**src/rtl/intc_pkg.sv**
```systemverilog
package intc_pkg;
  localparam int unsigned NUM_SRC  = 26;
  localparam int unsigned EXT_N    = 4;
  localparam int unsigned UERR_N   = 2;
  localparam int unsigned EXT_SRC  = 21;
  localparam int unsigned UERR_SRC = 13;
  localparam int unsigned AW       = 3;

  typedef enum logic [AW-1:0] {
    SEL_PEND = 3'd0,
    SEL_MODE = 3'd1,
    SEL_MASK = 3'd2,
    SEL_GMSK = 3'd3,
    SEL_ICLR = 3'd4,
    SEL_FCLR = 3'd5,
    SEL_XSUB = 3'd6,
    SEL_NONE = 3'd7
  } reg_sel_e;
endpackage

```
**src/rtl/intc_edge_sync.sv**
```systemverilog
module intc_edge_sync #(
  parameter int unsigned W = 1
) (
  input  logic         clk,
  input  logic         rst_n,
  input  logic [W-1:0] din,
  output logic [W-1:0] rise
);
  logic [W-1:0] stage_q;
  logic [W-1:0] hist_q;

  always_ff @(posedge clk or negedge rst_n) begin
    if (!rst_n) begin
      stage_q <= '0;
      hist_q  <= '0;
    end else begin
      stage_q <= din;
      hist_q  <= stage_q;
    end
  end

  assign rise = stage_q & ~hist_q;
endmodule

```
**src/rtl/intc_w1c_bank.sv**
```systemverilog
module intc_w1c_bank #(
  parameter int unsigned W = 1
) (
  input  logic         clk,
  input  logic         rst_n,
  input  logic [W-1:0] set,
  input  logic [W-1:0] clr,
  output logic [W-1:0] q
);
  for (genvar i = 0; i < W; i++) begin : g_bit
    always_ff @(posedge clk or negedge rst_n) begin
      if (!rst_n)      q[i] <= 1'b0;
      else if (set[i]) q[i] <= 1'b1;
      else if (clr[i]) q[i] <= 1'b0;
    end
  end
endmodule

```
**src/rtl/intc_req_gen.sv**
```systemverilog
module intc_req_gen #(
  parameter int unsigned W = 1
) (
  input  logic [W-1:0] pend,
  input  logic [W-1:0] mask,
  input  logic [W-1:0] mode,
  input  logic         gmask,
  output logic         irq,
  output logic         fiq
);
  logic [W-1:0] live;
  assign live = pend & ~mask;
  assign irq  = !gmask && |(live & ~mode);
  assign fiq  = !gmask && |(live & mode);
endmodule

```
**src/rtl/intc_regbank.sv**
```systemverilog
module intc_regbank
  import intc_pkg::*;
#(
  parameter int unsigned N_SRC   = NUM_SRC,
  parameter int unsigned N_EXT   = EXT_N,
  parameter int unsigned N_UERR  = UERR_N,
  parameter int unsigned X_SRC   = EXT_SRC,
  parameter int unsigned U_SRC   = UERR_SRC,
  parameter int unsigned ADDR_W  = AW
) (
  input  logic              clk,
  input  logic              rst_n,
  input  logic [ADDR_W-1:0] reg_addr,
  input  logic              reg_wr,
  input  logic [N_SRC-1:0]  reg_wdata,
  output logic [N_SRC-1:0]  reg_rdata,
  input  logic [N_SRC-1:0]  src_req,
  input  logic [N_EXT-1:0]  ext_req,
  input  logic [N_UERR-1:0] uerr_req,
  output logic              irq,
  output logic              fiq
);
  localparam logic [N_SRC-1:0] SHARED = (N_SRC'(1) << X_SRC) | (N_SRC'(1) << U_SRC);

  logic [N_SRC-1:0] raw_req;
  logic [N_SRC-1:0] src_rise;
  logic [N_EXT-1:0] ext_rise;
  logic [N_SRC-1:0] pend_set;
  logic [N_SRC-1:0] pend_clr;
  logic [N_SRC-1:0] pend_q;
  logic [N_EXT-1:0] sub_q;
  logic [N_EXT-1:0] sub_clr;
  logic [N_SRC-1:0] mode_q;
  logic [N_SRC-1:0] mask_q;
  logic             gmask_q;
  reg_sel_e         sel;

  assign sel = reg_sel_e'(reg_addr);

  // Combined UART error lines replace their slot; the external slot is driven separately.
  always_comb begin
    raw_req        = src_req & ~SHARED;
    raw_req[U_SRC] = |uerr_req;
  end

  intc_edge_sync #(.W(N_SRC)) u_src_edge (
    .clk(clk), .rst_n(rst_n), .din(raw_req), .rise(src_rise)
  );

  intc_edge_sync #(.W(N_EXT)) u_ext_edge (
    .clk(clk), .rst_n(rst_n), .din(ext_req), .rise(ext_rise)
  );

  always_comb begin
    pend_set        = src_rise;
    pend_set[X_SRC] = |ext_rise;
    pend_clr        = '0;
    if (reg_wr && sel == SEL_ICLR) pend_clr = reg_wdata & ~mode_q;
    if (reg_wr && sel == SEL_FCLR) pend_clr = reg_wdata & mode_q;
    sub_clr = (reg_wr && sel == SEL_XSUB) ? reg_wdata[N_EXT-1:0] : '0;
  end

  intc_w1c_bank #(.W(N_SRC)) u_pend (
    .clk(clk), .rst_n(rst_n), .set(pend_set), .clr(pend_clr), .q(pend_q)
  );

  intc_w1c_bank #(.W(N_EXT)) u_sub (
    .clk(clk), .rst_n(rst_n), .set(ext_rise), .clr(sub_clr), .q(sub_q)
  );

  always_ff @(posedge clk or negedge rst_n) begin
    if (!rst_n) begin
      mode_q  <= '0;
      mask_q  <= '1;
      gmask_q <= 1'b1;
    end else if (reg_wr) begin
      case (sel)
        SEL_MODE: mode_q  <= reg_wdata;
        SEL_MASK: mask_q  <= reg_wdata;
        SEL_GMSK: gmask_q <= reg_wdata[0];
        default: ;
      endcase
    end
  end

  always_comb begin
    reg_rdata = '0;
    case (sel)
      SEL_PEND: reg_rdata = pend_q;
      SEL_MODE: reg_rdata = mode_q;
      SEL_MASK: reg_rdata = mask_q;
      SEL_GMSK: reg_rdata[0] = gmask_q;
      SEL_XSUB: reg_rdata[N_EXT-1:0] = sub_q;
      default:  reg_rdata = '0;
    endcase
  end

  intc_req_gen #(.W(N_SRC)) u_req (
    .pend(pend_q), .mask(mask_q), .mode(mode_q), .gmask(gmask_q),
    .irq(irq), .fiq(fiq)
  );
endmodule

```
**config.mk**
```make
export PLATFORM = sky130hd
export DESIGN_NAME = intc_regbank
export DESIGN_NICKNAME = d
export VERILOG_FILES = /design/src/rtl/intc_pkg.sv /design/src/rtl/intc_edge_sync.sv /design/src/rtl/intc_w1c_bank.sv /design/src/rtl/intc_req_gen.sv /design/src/rtl/intc_regbank.sv
export SDC_FILE = /design/constraint.sdc
export NUM_CORES = 1
export LEC_CHECK = 0
export BUFFER_PORTS_ARGS = -buffer_cell sky130_fd_sc_hd__buf_2
export CORE_UTILIZATION = 58
export CTS_CLUSTER_SIZE = 25
export DETAILED_ROUTE_END_ITERATION = 16
export GPL_TIMING_DRIVEN = 0
export PLACE_DENSITY_LB_ADDON = 0.2
export SYNTH_ARGS = -nofsm -noshare
export SYNTH_HDL_FRONTEND = slang
export SYNTH_SLANG_ARGS = --single-unit
export TNS_END_PERCENT = 50
```
**constraint.sdc**
```tcl
create_clock -name clk -period 3.6 [get_ports clk]
set_clock_uncertainty 0.1 [all_clocks]
set_input_delay 0.9 -clock clk [delete_from_list [all_inputs] [get_ports clk]]
set_output_delay 0.9 -clock clk [all_outputs]
set_load 0.01 [all_outputs]
```
==> run_summary.xml <==
<?xml version="1.0" encoding="UTF-8"?>
<metrics>
  <group name="global_routing">
    <metric name="grt_util_met2" unit="%">45.8</metric>
    <metric name="grt_overflow_total" unit="">0</metric>
    <metric name="antenna_found_initial" unit="">0</metric>
    <metric name="global_route_met3_utilization" unit="%">6.93</metric>
    <metric name="groute.layer.met1.usage" unit="%">38.2</metric>
    <metric name="global_route.usage.total" unit="%">28.9</metric>
    <metric name="first_global_vias" unit="">4592</metric>
    <metric name="grt_max_degree" unit="">80</metric>
    <metric name="grt_pass1_wl" unit="mm">24.2</metric>
    <metric name="gr-max-usage-layer" unit="">met2</metric>
  </group>
  <group name="setup_path">
    <metric name="critPathKind" unit="">flip-flop to output port</metric>
    <metric name="crit_arrival" unit="ns">2.32</metric>
    <metric name="crit_path_top_delay_cell" unit="">sky130_fd_sc_hd__or4_1</metric>
    <metric name="setup.worst_path.end_class" unit="">output port</metric>
    <metric name="worstPathCellList" unit="">nor3b_1, or4_1, nor3_1, a41oi_1, buf_2</metric>
    <metric name="worst_ep_required_time" unit="ns">2.60</metric>
    <metric name="max_stage_delay" unit="ns">0.56</metric>
    <metric name="worst_setup_path_start_kind" unit="">flip-flop</metric>
    <metric name="critical_path.max_fanout" unit="">4</metric>
  </group>
  <group name="clocking">
    <metric name="postCtsResizedCells" unit="">0</metric>
    <metric name="clock_latency" unit="ns">0.55</metric>
    <metric name="clkSinkCount" unit="">141</metric>
    <metric name="postCtsSetupRepairBufs" unit="">0</metric>
    <metric name="cts.clk_slew.worst_paths" unit="ns">0.06</metric>
    <metric name="clk_root_buffer_cell" unit="">sky130_fd_sc_hd__clkbuf_8</metric>
    <metric name="cts_htree_levels" unit="">4</metric>
    <metric name="cts_buffers" unit="">17</metric>
    <metric name="cts_hold_buf" unit="">0</metric>
    <metric name="cts_tree" unit="">yes</metric>
    <metric name="cts.path.max_buffers" unit="">2</metric>
  </group>
  <group name="cells_and_area">
    <metric name="final_layout_size_suffix_gt1_share" unit="%">32.5</metric>
    <metric name="syn2layout_area_growth" unit="%">20.4</metric>
    <metric name="layoutNonFillerInstCount" unit="">782</metric>
    <metric name="final_area" unit="mm^2">0.00763</metric>
    <metric name="fillerInstances" unit="">748</metric>
    <metric name="nNetsFinal" unit="">697</metric>
    <metric name="antenna-diode-count" unit="">0</metric>
  </group>
  <group name="die">
    <metric name="ioPinCount" unit="">92</metric>
    <metric name="die_width" unit="um">107</metric>
    <metric name="start_util" unit="%">60.5</metric>
    <metric name="core-area" unit="mm^2">0.0105</metric>
    <metric name="fp.dieArea" unit="mm^2">0.0113</metric>
    <metric name="std_cell_rows" unit="">37</metric>
    <metric name="chipHeight" unit="um">107</metric>
  </group>
  <group name="placement">
    <metric name="dpl.hpwl" unit="mm">10.2</metric>
    <metric name="place.detailed.instances" unit="">750</metric>
    <metric name="buffer_ports.inserted" unit="">87</metric>
    <metric name="finalWeightedCongestion" unit="">0.871</metric>
    <metric name="dpl_cell_area" unit="mm^2">0.00697</metric>
  </group>
  <group name="sta">
    <metric name="max-slew-margin-rel" unit="%">61.6</metric>
    <metric name="max_freq" unit="MHz">301</metric>
    <metric name="unrepaired_setup_endpoints_after_global_routing" unit="">false</metric>
    <metric name="post-route-period-util" unit="%">92.2</metric>
    <metric name="setup-violations-final" unit="">0</metric>
    <metric name="finalHoldViolCount" unit="">0</metric>
    <metric name="tns" unit="ns">0</metric>
    <metric name="timing.final.max_slew_violations" unit="">0</metric>
    <metric name="worst_slew_pin_slew" unit="ns">0.576</metric>
    <metric name="finalHoldWorstSlack" unit="ns">0.239</metric>
    <metric name="final_period_minus_worst_setup_slack" unit="ns">3.32</metric>
  </group>
  <group name="detailed_routing">
    <metric name="drcViolationCount" unit="">0</metric>
    <metric name="detail_route.wl_per_cell" unit="um">19.4</metric>
    <metric name="drtAntennaViolNets" unit="">0</metric>
    <metric name="drtPass1Iterations" unit="">5</metric>
    <metric name="detail_route.wirelength" unit="mm">15.2</metric>
    <metric name="vias" unit="">4531</metric>
    <metric name="avgViaCountPerCell" unit="">5.79</metric>
    <metric name="dr.first_iter.drc_count" unit="">339</metric>
  </group>
  <group name="worst_hold_path">
    <metric name="hold_path_class" unit="">primary input to asynchronous set/reset pin</metric>
  </group>
  <group name="synthesis">
    <metric name="netlist.area_leader.share" unit="%">45.0</metric>
    <metric name="count_of_state_elements_after_synthesis" unit="">141</metric>
    <metric name="netlist_top_cells_area" unit="">sky130_fd_sc_hd__dfrtp_1 (45%), sky130_fd_sc_hd__dfstp_2 (11%), sky130_fd_sc_hd__mux2i_1 (8.4%), sky130_fd_sc_hd__mux2_2 (6.9%), sky130_fd_sc_hd__a22o_1 (4.3%)</metric>
    <metric name="post-synth-top-area-cell" unit="">sky130_fd_sc_hd__dfrtp_1</metric>
    <metric name="synth.yosys.seq_area_share" unit="%">56.2</metric>
    <metric name="synth_cell_types" unit="">34</metric>
    <metric name="synth-edff-count" unit="">0</metric>
    <metric name="postSynthAreaPerCell" unit="um^2">12.0</metric>
    <metric name="synth_fp_nets" unit="">590</metric>
    <metric name="mappedNetlistArea" unit="mm^2">0.00633</metric>
    <metric name="synthesis.instances" unit="">526</metric>
    <metric name="async_sr_flop_fraction" unit="%">100</metric>
    <metric name="yosysWarnings" unit="">0</metric>
    <metric name="ys.flop_type" unit="">sky130_fd_sc_hd__dfrtp_1</metric>
  </group>
  <group name="pwr">
    <metric name="p_leak" unit="nW">3.57</metric>
    <metric name="powerDensity" unit="mW/mm^2">611</metric>
    <metric name="ir_drop" unit="mV">0.434</metric>
  </group>
  <group name="outcome">
    <metric name="run_status" unit="">complete, no violations</metric>
  </group>
  <group name="job">
    <metric name="max-cap-violations" unit="">0</metric>
  </group>
</metrics>
-- critical path: cells and delay by family, from the launching register on --
| family | cells | cell delay [ns] |
|---|---|---|
| compound gates | 1 | 0.20 |
| buf+inv | 1 | 0.20 |
| flops | 1 | 0.55 |
| simple gates | 3 | 0.81 |
-- cell type report --
type / instances / area (um^2) / area share (%)
Timing Repair Buffer: 88 / 469 / 6.15
Multi-Input combinational cell: 332 / 2500 / 32.8
Clock buffer: 20 / 435 / 5.71
Tap cell: 136 / 170 / 2.23
Sequential cell: 141 / 3560 / 46.7
Inverter: 31 / 116 / 1.53
Clock inverter: 12 / 218 / 2.85
Buffer: 22 / 155 / 2.03
-- routing by layer --
| metal | routed length (um) | part of all wire, % |
|---|---|---|
| met3 | 919 | 6.0 |
| met1 | 6540 | 43 |
| met2 | 7450 | 49 |
| met4 | 298 | 2.0 |
| met5 | 0 | 0 |
-- final timing paths --
kind / startpoint / slack, ns / cells after the start / to
worst max-delay path: mask_q[2] / 0.28 / 5 / irq
worst min-delay path: rst_n / 0.24 / 1 / u_pend.q[15]
worst max register to register: mode_q[21] / 2.42 / 3 / u_pend.q[21]
worst min register to register: u_src_edge.stage_q[15] / 0.28 / 0 / u_src_edge.hist_q[15]
max in group asynchronous: rst_n / 2.34 / 2 / mask_q[20]
min in group clk: u_src_edge.stage_q[15] / 0.28 / 0 / u_src_edge.hist_q[15]
-- flip-flops by register name, indices dropped and copies added (netlist names) --
register,cells
u_src_edge.stage_q,25
u_ext_edge.stage_q,4
u_sub.q,4
u_ext_edge.hist_q,4
mask_q,26
mode_q,26
u_src_edge.hist_q,25
u_pend.q,26
gmask_q,1
-- cells in the final DEF, fill, tap and decap left out, types with 2 or more instances in the layout --
master and n:
sky130_fd_sc_hd__dfstp_2 27, sky130_fd_sc_hd__nand2_1 34, sky130_fd_sc_hd__nor3b_1 26, sky130_fd_sc_hd__nor3_1 2
sky130_fd_sc_hd__buf_6 8, sky130_fd_sc_hd__a22o_1 31, sky130_fd_sc_hd__clkinv_2 3, sky130_fd_sc_hd__buf_1 3
sky130_fd_sc_hd__buf_2 96, sky130_fd_sc_hd__nor2_1 48, sky130_fd_sc_hd__buf_4 2, sky130_fd_sc_hd__mux2_1 12
sky130_fd_sc_hd__nand3b_1 27, sky130_fd_sc_hd__o21ai_0 5, sky130_fd_sc_hd__clkbuf_8 2, sky130_fd_sc_hd__bufinv_16 6
sky130_fd_sc_hd__clkbuf_1 2, sky130_fd_sc_hd__and3_1 2, sky130_fd_sc_hd__nor4_1 6, sky130_fd_sc_hd__clkinvlp_4 3
sky130_fd_sc_hd__a21oi_1 24, sky130_fd_sc_hd__clkbuf_16 16, sky130_fd_sc_hd__mux2i_1 53, sky130_fd_sc_hd__o32ai_1 3
sky130_fd_sc_hd__nor2_8 2, sky130_fd_sc_hd__nand2b_2 2, sky130_fd_sc_hd__mux2_2 39, sky130_fd_sc_hd__inv_1 31
sky130_fd_sc_hd__dfrtp_1 114, sky130_fd_sc_hd__nand4_1 6
-- power breakdown --
group | total (mW) | internal, mW | leakage, nW | switching, mW
combinational | 0.682 | 0.348 | 1.70 | 0.334
clock | 1.94 | 1.28 | 0.311 | 0.665
sequential | 2.04 | 1.83 | 1.55 | 0.208
total | 4.66 | 3.46 | 3.57 | 1.21
-- logic make-up after synthesis --
kind of cell	synth area share, %
multiplexers	17.4
flip-flops	56.2
buffers and inverters	4.29
AND/OR/NAND/NOR	14.6
AO/OA/AOI/OAI	7.49
-- cells in the mapped netlist, types with 7 or more instances --
cell                       number
sky130_fd_sc_hd__mux2_1        12
sky130_fd_sc_hd__a22o_1        31
sky130_fd_sc_hd__buf_2         10
sky130_fd_sc_hd__nor3b_1       26
sky130_fd_sc_hd__buf_6          7
sky130_fd_sc_hd__nand2_1       34
sky130_fd_sc_hd__mux2i_1       53
sky130_fd_sc_hd__mux2_2        39
sky130_fd_sc_hd__inv_1         31
sky130_fd_sc_hd__nor2_1        48
sky130_fd_sc_hd__a21oi_1       24
sky130_fd_sc_hd__dfstp_2       27
sky130_fd_sc_hd__nand3b_1      27
sky130_fd_sc_hd__dfrtp_1      114
-- stage by stage --
stage | total power, mW | worst slack, ns | util (%)
after floorplan | 2.45 | 0.759 | -
after global placement | 2.68 | -0.294 | 66.3
after detailed placement | 2.73 | 0.359 | 66.7
after CTS | 4.68 | 0.283 | 72.9
after global routing | 4.83 | 0.241 | 72.9
final | 4.66 | 0.282 | 72.9
(Power assumes the default switching activity.)
